**src/rtl/sadc_pkg.sv**
```systemverilog
package sadc_pkg;

    typedef enum logic [2:0] {
        ST_IDLE,
        ST_CMD_LO,
        ST_CMD_HI,
        ST_RD_LO,
        ST_RD_HI,
        ST_GUARD
    } sadc_state_e;

    localparam int CMD_BITS = 4;

endpackage

```
**src/rtl/sadc_half_timer.sv**
```systemverilog
module sadc_half_timer #(
    parameter int HALF = 4
) (
    input  logic clk,
    input  logic rst_n,
    input  logic run,
    output logic tick,
    output logic first
);
    localparam int CW = (HALF > 1) ? $clog2(HALF) : 1;
    localparam logic [CW-1:0] LAST = CW'(HALF - 1);

    logic [CW-1:0] cnt;

    always_ff @(posedge clk or negedge rst_n) begin
        if (!rst_n) begin
            cnt <= '0;
        end else if (!run || cnt == LAST) begin
            cnt <= '0;
        end else begin
            cnt <= cnt + 1'b1;
        end
    end

    assign tick  = run && (cnt == LAST);
    assign first = (cnt == '0);

    assert_cnt_range_R4: assert property (@(posedge clk) disable iff (!rst_n)
        cnt <= LAST);

endmodule

```
**src/rtl/sadc_cmd_shifter.sv**
```systemverilog
module sadc_cmd_shifter #(
    parameter int NBITS = 4
) (
    input  logic             clk,
    input  logic             rst_n,
    input  logic             load,
    input  logic [NBITS-2:0] cfg,
    input  logic             shift,
    output logic             bit_out
);
    logic [NBITS-1:0] sr;

    always_ff @(posedge clk or negedge rst_n) begin
        if (!rst_n) begin
            sr <= '0;
        end else if (load) begin
            sr <= {1'b1, cfg};
        end else if (shift) begin
            sr <= {sr[NBITS-2:0], 1'b0};
        end
    end

    assign bit_out = sr[NBITS-1];

endmodule

```
**src/rtl/sadc_rx_capture.sv**
```systemverilog
module sadc_rx_capture #(
    parameter int DATA_W = 8
) (
    input  logic              clk,
    input  logic              rst_n,
    input  logic              sample,
    input  logic              sdi,
    input  logic              commit,
    output logic [DATA_W-1:0] result
);
    logic [DATA_W-1:0] rx_sr;

    always_ff @(posedge clk or negedge rst_n) begin
        if (!rst_n) begin
            rx_sr <= '0;
        end else if (sample) begin
            rx_sr <= {rx_sr[DATA_W-2:0], sdi};
        end
    end

    always_ff @(posedge clk or negedge rst_n) begin
        if (!rst_n) begin
            result <= '0;
        end else if (commit) begin
            result <= rx_sr;
        end
    end

    // the byte only changes when a frame completes
    assert_result_hold_R7: assert property (@(posedge clk) disable iff (!rst_n)
        !commit |=> $stable(result));

endmodule

```
**src/rtl/shared_line_adc_master.sv**
```systemverilog
module shared_line_adc_master #(
    parameter int HALF   = 4,
    parameter int DATA_W = 8
) (
    input  logic              clk,
    input  logic              rst_n,
    input  logic              start,
    input  logic [2:0]        cfg,
    output logic [DATA_W-1:0] result,
    output logic              busy,
    output logic              done,
    output logic              cs_n,
    output logic              sclk,
    output logic              sdo,
    output logic              sdo_oe,
    input  logic              sdi
);
    import sadc_pkg::*;

    localparam int RD_ITERS = DATA_W + 1;
    localparam int BW       = $clog2(RD_ITERS + 1);
    localparam logic [BW-1:0] CMD_LAST = BW'(CMD_BITS - 1);
    localparam logic [BW-1:0] RD_LAST  = BW'(RD_ITERS - 1);

    sadc_state_e state, state_nx;
    logic [BW-1:0] bit_idx, bit_idx_nx;
    logic tick, first, run;
    logic cmd_bit, sample, commit;

    initial assert (HALF >= 2) else $error("HALF must be at least 2");

    assign run    = (state != ST_IDLE);
    assign sample = (state == ST_RD_LO) && tick;
    assign commit = (state == ST_RD_HI) && tick && (bit_idx == RD_LAST);

    sadc_half_timer #(.HALF(HALF)) u_timer (
        .clk   (clk),
        .rst_n (rst_n),
        .run   (run),
        .tick  (tick),
        .first (first)
    );

    sadc_cmd_shifter #(.NBITS(CMD_BITS)) u_cmd (
        .clk     (clk),
        .rst_n   (rst_n),
        .load    ((state == ST_IDLE) && start),
        .cfg     (cfg),
        .shift   ((state == ST_CMD_HI) && tick),
        .bit_out (cmd_bit)
    );

    sadc_rx_capture #(.DATA_W(DATA_W)) u_rx (
        .clk    (clk),
        .rst_n  (rst_n),
        .sample (sample),
        .sdi    (sdi),
        .commit (commit),
        .result (result)
    );

    // state register
    always_ff @(posedge clk or negedge rst_n) begin
        if (!rst_n) begin
            state   <= ST_IDLE;
            bit_idx <= '0;
            done    <= 1'b0;
        end else begin
            state   <= state_nx;
            bit_idx <= bit_idx_nx;
            done    <= commit;
        end
    end

    // next-state logic
    always_comb begin
        state_nx   = state;
        bit_idx_nx = bit_idx;
        unique case (state)
            ST_IDLE: begin
                if (start) begin
                    state_nx   = ST_CMD_LO;
                    bit_idx_nx = '0;
                end
            end
            ST_CMD_LO: begin
                if (tick) state_nx = ST_CMD_HI;
            end
            ST_CMD_HI: begin
                if (tick) begin
                    if (bit_idx == CMD_LAST) begin
                        state_nx   = ST_RD_LO;
                        bit_idx_nx = '0;
                    end else begin
                        state_nx   = ST_CMD_LO;
                        bit_idx_nx = bit_idx + 1'b1;
                    end
                end
            end
            ST_RD_LO: begin
                if (tick) state_nx = ST_RD_HI;
            end
            ST_RD_HI: begin
                if (tick) begin
                    if (bit_idx == RD_LAST) begin
                        state_nx = ST_GUARD;
                    end else begin
                        state_nx   = ST_RD_LO;
                        bit_idx_nx = bit_idx + 1'b1;
                    end
                end
            end
            ST_GUARD: begin
                if (tick) state_nx = ST_IDLE;
            end
            default: state_nx = ST_IDLE;
        endcase
    end

    // outputs decoded from the state register only
    always_comb begin
        cs_n   = 1'b0;
        sclk   = 1'b0;
        sdo_oe = 1'b0;
        busy   = 1'b1;
        unique case (state)
            ST_IDLE: begin
                cs_n = 1'b1;
                busy = 1'b0;
            end
            ST_CMD_LO: begin
                sdo_oe = 1'b1;
            end
            ST_CMD_HI: begin
                sclk   = 1'b1;
                sdo_oe = (bit_idx != CMD_LAST) || first;
            end
            ST_RD_LO: begin
            end
            ST_RD_HI: begin
                sclk = 1'b1;
            end
            ST_GUARD: begin
                cs_n = 1'b1;
            end
            default: begin
                cs_n = 1'b1;
            end
        endcase
    end

    assign sdo = sdo_oe & cmd_bit;

    assert_oe_framed_R5: assert property (@(posedge clk) disable iff (!rst_n)
        sdo_oe |-> !cs_n);

    assert_oe_release_high_R5: assert property (@(posedge clk) disable iff (!rst_n)
        ($fell(sdo_oe) && !cs_n) |-> sclk);

    assert_sclk_idle_R4: assert property (@(posedge clk) disable iff (!rst_n)
        cs_n |-> !sclk);

    assert_done_close_R7: assert property (@(posedge clk) disable iff (!rst_n)
        done |-> (cs_n && !$past(cs_n)));

    assert_done_single_R7: assert property (@(posedge clk) disable iff (!rst_n)
        done |=> !done);

    assert_busy_cause_R2: assert property (@(posedge clk) disable iff (!rst_n)
        $rose(busy) |-> $past(start));

    assert_cs_stable_R10: assert property (@(posedge clk) disable iff (!rst_n)
        (done) |=> cs_n);

endmodule

```
**config.mk**
```make
export PLATFORM = sky130hd
export DESIGN_NAME = shared_line_adc_master
export DESIGN_NICKNAME = d
export VERILOG_FILES = /design/src/rtl/sadc_pkg.sv /design/src/rtl/sadc_half_timer.sv /design/src/rtl/sadc_cmd_shifter.sv /design/src/rtl/sadc_rx_capture.sv /design/src/rtl/shared_line_adc_master.sv
export SDC_FILE = /design/constraint.sdc
export NUM_CORES = 1
export LEC_CHECK = 0
export BUFFER_PORTS_ARGS = -buffer_cell sky130_fd_sc_hd__buf_2
export CAP_MARGIN = 20
export CELL_PAD_IN_SITES_DETAIL_PLACEMENT = 1
export CELL_PAD_IN_SITES_GLOBAL_PLACEMENT = 2
export CORE_UTILIZATION = 35
export DETAILED_ROUTE_END_ITERATION = 12
export GPL_TIMING_DRIVEN = 0
export HOLD_SLACK_MARGIN = 0.03
export PLACE_DENSITY = 0.72
export SYNTH_ARGS = -nofsm -noshare
export SYNTH_HDL_FRONTEND = slang
export SYNTH_SLANG_ARGS = --single-unit
```
**constraint.sdc**
```tcl
create_clock -name clk -period 2.5 [get_ports clk]
set_input_delay 0.125 -clock clk [delete_from_list [all_inputs] [get_ports clk]]
set_output_delay 0.125 -clock clk [all_outputs]
set_load 0.02 [all_outputs]
```
==> results.cfg, run 1 <==
[run_status]
status = finished clean

[layout]
n_antenna_cell = 0
final_util_pct = 43.9
drive_gt1_share_pct = 39.9
nets = 163
fill_cells = 455
syn_to_final_growth_pct = 17.5
seqCellArea_um2 = 751
layout_common_cells = dfrtp_1, buf_2, nand2_1, mux2_4, mux2_2
multi_input_area_um2 = 713
fin_area_um2 = 1800
final_common_cell = dfrtp_1

[logic_synthesis]
yosys_warnings = 0
seq_area_frac_synth_pct = 49.1
synth_area_um2 = 1530
synth_top_cell_area_share_pct = 49.1
synth_top_family_by_area = simple AND/OR/NAND/NOR gates
syn-instance-count = 124
muxShareOfSynthArea_pct = 15.1
synth.distinct_cells = 39
synth_compound_area_share_pct = 11.7
synth-simple-area-share_pct = 16.6
syn_nets = 135
synth_area_leader_cell = dfrtp_1
ys_ff_latch = 30
yosys.area_share.adder_pct = 3.28
synthTopCellsByArea = dfrtp_1, mux2_4, mux2_2
yosys.area_share.xor_xnor_pct = 0
syn_area_per_cell_um2 = 12.3

[floorplanning]
die_h_um = 68.1
start_util_pct = 37.4
core_area_um2 = 4090
die_w_um = 68.1
top_level_ports = 21
dieArea_um2 = 4630
num_rows = 23

[clocking]
h-tree-depth = 2
cts.sink_count = 30
post_cts_buffers = 0
cts.path.max_buffers = 2
root_buffer = clkbuf_8
cts_buffers = 5
path_clk_slew_ns = 0.06
clk_latency_ns = 0.28
post_cts_resized = 0
cts_tree = yes

[worst_setup_path]
crit_path_end_kind = output port
critPathRequiredTime_ns = 2.38
max_stage_delay_ns = 0.43
r2r-end = bit_idx[3]
r2r_start = u_timer.cnt[0]
crit_type = reg -> out
cp_max_fo = 5
crit_chain = ha_1 -> or3b_1 -> o21ai_0 -> a21oi_1 -> and2_1 -> buf_2
r2r_setup_slack_ns = 0.64
r2r.worst_path.cells = 6
start_kind = flop
crit_path_top_delay_cell = dfrtp_1
worstPathArrival_ns = 1.93

[job]
maxCapViolCount = 0

[timing]
max_freq_mhz = 486
drv_slew = 0
setup_tns_ns = 0
hold_violations = 0
tightest_slew_ns = 0.680
rsz0062_at_grt = no
relSlewSlack_pct = 54.6
skew_ns = 0.00964
post-route-period-util_pct = 82.3
min_period_ns = 2.06
setup_viol = 0

[route]
post_drt_wl_per_cell_um = 14.4
drc_errors = 0
drt_iter0_markers = 51
wl_mm = 2.93
dr.pass1.iters = 4
final_antenna_net_count = 0
vias = 1010
drt-vias-per-instance = 4.98

[power_and_ir_drop]
power.leakage_nw = 0.865
p_switching_mw = 0.676
vdd.ir_drop.worst_uv = 475
p_seq_share_pct = 39.8
internal-power_mw = 1.14
switching_share_pct = 37.1
power_per_cell_area_nw_per_um2 = 1010
p_total_mw = 1.82
pwr-share-clk_pct = 21.9
combPwrFrac_pct = 38.3

[place]
placed_cell_area_um2 = 1690
portBuffers = 20
dp_hpwl_mm = 2.11
gp_congestion = 0.715

[global_route]
grt_pass1_vias = 1039
overflow = 0
met3_usage_pct = 4.50
antenna_found_initial = 0
met2_usage_pct = 22.3
use_met1_pct = 19.4
track_usage_pct = 14.9
grt_pass1_wl_mm = 4.91
grt_start_max_net_pins = 31
top_usage_layer = met2

[min_path]
hold_end = u_cmd.sr[2]
min-delay-path-class = in -> reg
worstHoldPathCells = 3
hold_start = cfg[2]
power groups by stage:
| stage | Clock, mW | Combinational, mW | Sequential [mW] |
|---|---|---|---|
| after floorplan | 0 | 0.551 | 0.705 |
| after global placement | 0 | 0.692 | 0.726 |
| after detailed placement | 0 | 0.709 | 0.733 |
| after CTS | 0.415 | 0.710 | 0.725 |
| after global routing | 0.439 | 0.785 | 0.747 |
| final | 0.399 | 0.697 | 0.724 |
kinds of logic (layout without fill, tap and decap cells):
family / Yosys count / count (layout)
flops: 30 / 30
simple gates: 37 / 37
compound gates: 23 / 23
mux: 18 / 18
fa+ha+maj: 4 / 4
buf+inv: 12 / 41
worst max path at each step:
stage	from	endpoint	slack [ns]	cells past startpoint
2_1_floorplan	bit_idx[0]	sdo	0.81	5
3_3_place_gp	u_timer.cnt[0]	bit_idx[3]	0.65	6
3_5_place_dp	bit_idx[0]	u_rx.result[7]	0.64	5
4_1_cts	bit_idx[0]	sdo	0.43	6
5_1_grt	bit_idx[0]	sdo	0.34	6
6_report	bit_idx[0]	sdo	0.44	6
flip-flops by register name, summed over array words and instances, names as in the netlist:
signal       count
u_cmd.sr         4
state            3
u_timer.cnt      2
done             1
u_rx.rx_sr       8
u_rx.result      8
bit_idx          4
worst max-delay path: cells and delay by family, from the launching register on:
kind            cells  cell delay, ns
simple gates        2            0.58
flops               1            0.43
compound gates      2            0.28
fa+ha+maj           1            0.22
buf+inv             1            0.15
layer usage:
| layer | part of all wire, % | vias to the layer above |
|---|---|---|
| li1 | - | 490 |
| met1 | 47 | 499 |
| met2 | 48 | 17 |
| met3 | 3.1 | 4 |
| met4 | 1.4 | 0 |
| met5 | 0 | - |
through the flow:
stage	hold slack, ns	instances	setup slack, ns
final	0.0599	203	0.443
after global routing	0.0546	203	0.339
after CTS	0.0532	203	0.426
after detailed placement	0.208	194	0.644
after global placement	0.211	194	0.647
after floorplan	-0.171	124	0.807
timing repair:
item	4_1_cts	5_1_grt
endpoints found under the hold margin	30	0
hold buffers	1	0
setup endpoints to repair	0	0
cell usage after synthesis (all sizes together):
library cell / number
mux2: 16
a31oi: 1
clkbuf: 1
or2: 1
nor2: 4
o21bai: 1
dfrtp: 30
ha: 4
a211o: 1
nand3: 1
and2: 1
nor2b: 5
o21ai: 9
a221oi: 1
a211oi: 1
nor4b: 1
a2bb2oi: 2
nand2b: 4
nand3b: 1
and2b: 1
mux2i: 2
a21oi: 3
nand4b: 1
nand2: 9
buf: 5
o31ai: 1
nor3: 4
a311oi: 1
a22o: 1
o22ai: 1
or3b: 1
and4bb: 1
nor3b: 2
inv: 6
layout make-up:
class                      instances  area share [%]
timing repair buffer              21            6.13
clock buffer                       6            4.60
tap                               50            3.48
clock inverter                     2           0.697
inverter                           6            1.25
multi-input combinational         82            39.7
sequential                        30            41.8
buffer                             6            2.30
No activity file was read; power rests on OpenSTA's default activity.
==> run 2, diff against run 1 <==
==> constraint.sdc (replaced) <==
create_clock -name clk -period 2.1 [get_ports clk]
set_input_delay 0.105 -clock clk [delete_from_list [all_inputs] [get_ports clk]]
set_output_delay 0.105 -clock clk [all_outputs]
set_load 0.02 [all_outputs]
==> results.cfg, run 2 (synthesis gave the netlist of run 1 again) <==
[worst_setup_path]
crit_path_end_kind = output port
start_kind = flop
cpLargestDelayFamily = simple AND/OR/NAND/NOR gates
path_buf_inv = 1
worstPathArrival_ns = 1.89
cp_max_fo = 5
crit_chain = ha_1 -> or3b_1 -> o21ai_0 -> a21oi_1 -> and2_1 -> buf_2
max_stage_delay_ns = 0.42
crit_path_top_delay_cell = or3b_1
crit_type = reg -> out
critPathRequiredTime_ns = 2.00

[layout]
drive_gt1_share_pct = 40.5
largestRegisters = u_rx.result x8, u_rx.rx_sr x8
fin_area_um2 = 1800
n_antenna_cell = 0
layout_common_cells = dfrtp_1, buf_2, nand2_1, mux2_4, mux2_2
nets = 163
fin_cells = 203
final_common_cell = dfrtp_1
syn_to_final_growth_pct = 17.6

[min_path]
min-delay-path-class = in -> reg

[floorplanning]
die_w_um = 68.1
dieArea_um2 = 4630
num_rows = 23
core_area_um2 = 4090
die_h_um = 68.1
start_util_pct = 37.4
top_level_ports = 21

[place]
placed_cell_area_um2 = 1690
gp_congestion = 0.715
post-place-cells = 194
portBuffers = 20
dp_hpwl_mm = 2.11

[route]
drt_iter0_markers = 51
wl_mm = 2.93
vias = 1010
final_antenna_net_count = 0
post_drt_wl_per_cell_um = 14.4
drt-vias-per-instance = 4.98
dr.pass1.iters = 4
drc_errors = 0

[global_route]
grt_pass1_wl_mm = 4.91
grt_start_max_net_pins = 31
track_usage_pct = 14.9
antenna_found_initial = 0
grt_pass1_vias = 1039
overflow = 0

[job]
maxCapViolCount = 0

[clocking]
cts.sink_count = 30
cts_buffers = 5
cts.path.max_buffers = 2
h-tree-depth = 2
clk_latency_ns = 0.28
path_clk_slew_ns = 0.06
root_buffer = clkbuf_8
cts_tree = yes
post_cts_buffers = 0

[power_and_ir_drop]
vdd.ir_drop.worst_uv = 565
p_total_mw = 2.17
power.leakage_nw = 0.863
power_per_cell_area_nw_per_um2 = 1210

[timing]
rsz0062_at_grt = no
max_freq_mhz = 502
relSlewSlack_pct = 54.7
drv_slew = 0
skew_ns = 0.00964
post-route-period-util_pct = 94.9
tightest_slew_ns = 0.680
hold_violations = 0
min_period_ns = 1.99
setup_viol = 0
setup_tns_ns = 0

[run_status]
status = finished clean
-- run 2: routing by layer --
metal	vias up	wire length, µm	GRT usage, %
met5	-	0	0
met4	0	40	7.03
met3	4	92	4.50
met2	17	1400	22.3
met1	499	1390	19.4
li1	490	-	-
-- run 2: worst paths after layout --
path	start	endpoint	slack (ns)	cells past startpoint
hold reg to reg	u_timer.cnt[0]	u_timer.cnt[0]	0.47	1
setup / recovery	bit_idx[0]	sdo	0.11	6
min in group asynchronous	rst_n	state[0]	0.40	2
setup reg to reg	u_timer.cnt[0]	bit_idx[3]	0.24	6
max in group asynchronous	rst_n	bit_idx[0]	1.21	2
hold / removal	cfg[2]	u_cmd.sr[2]	0.04	3
-- run 2: final cells by class --
| class | instances | area [µm²] |
|---|---|---|
| buffer | 6 | 41.3 |
| clock buffer | 6 | 82.6 |
| clock inverter | 2 | 12.5 |
| fill | 455 | 2290 |
| inverter | 6 | 22.5 |
| multi-input combinational | 82 | 713 |
| sequential | 30 | 752 |
| tap | 50 | 62.6 |
| timing repair buffer | 21 | 110 |
-- run 2: stage by stage --
| stage | util [%] | setup WS (ns) | hold WS, ns |
|---|---|---|---|
| 6_report | 44.0 | 0.107 | 0.0399 |
| 5_1_grt | 44.0 | 0.0124 | 0.0346 |
| 4_1_cts | 43.9 | 0.0459 | 0.0332 |
| 3_5_place_dp | 41.4 | 0.244 | 0.188 |
| 3_3_place_gp | 41.4 | 0.247 | 0.191 |
| 2_1_floorplan | - | 0.427 | -0.191 |
-- run 2: what timing repair did --
item | in CTS | in global routing
hold buffers | 1 | 0
endpoints found under the hold margin | 30 | 0
resized for setup | 0 | 1
setup endpoints to repair | 0 | 1
-- run 2: where the power goes --
group          leakage (nW)  switching [mW]  internal [mW]  total (mW)
combinational         0.423           0.463          0.367       0.830
sequential            0.393           0.129          0.733       0.862
clock                0.0472           0.212          0.263       0.475
-- run 2: worst register-to-register path, cell delays in order, from the launching register on --
cell and delay, ns:
dfrtp_1 0.39, ha_1 0.22, and4bb_1 0.21, buf_6 0.13, a311oi_2 0.45, or2_4 0.26
o31ai_4 0.06
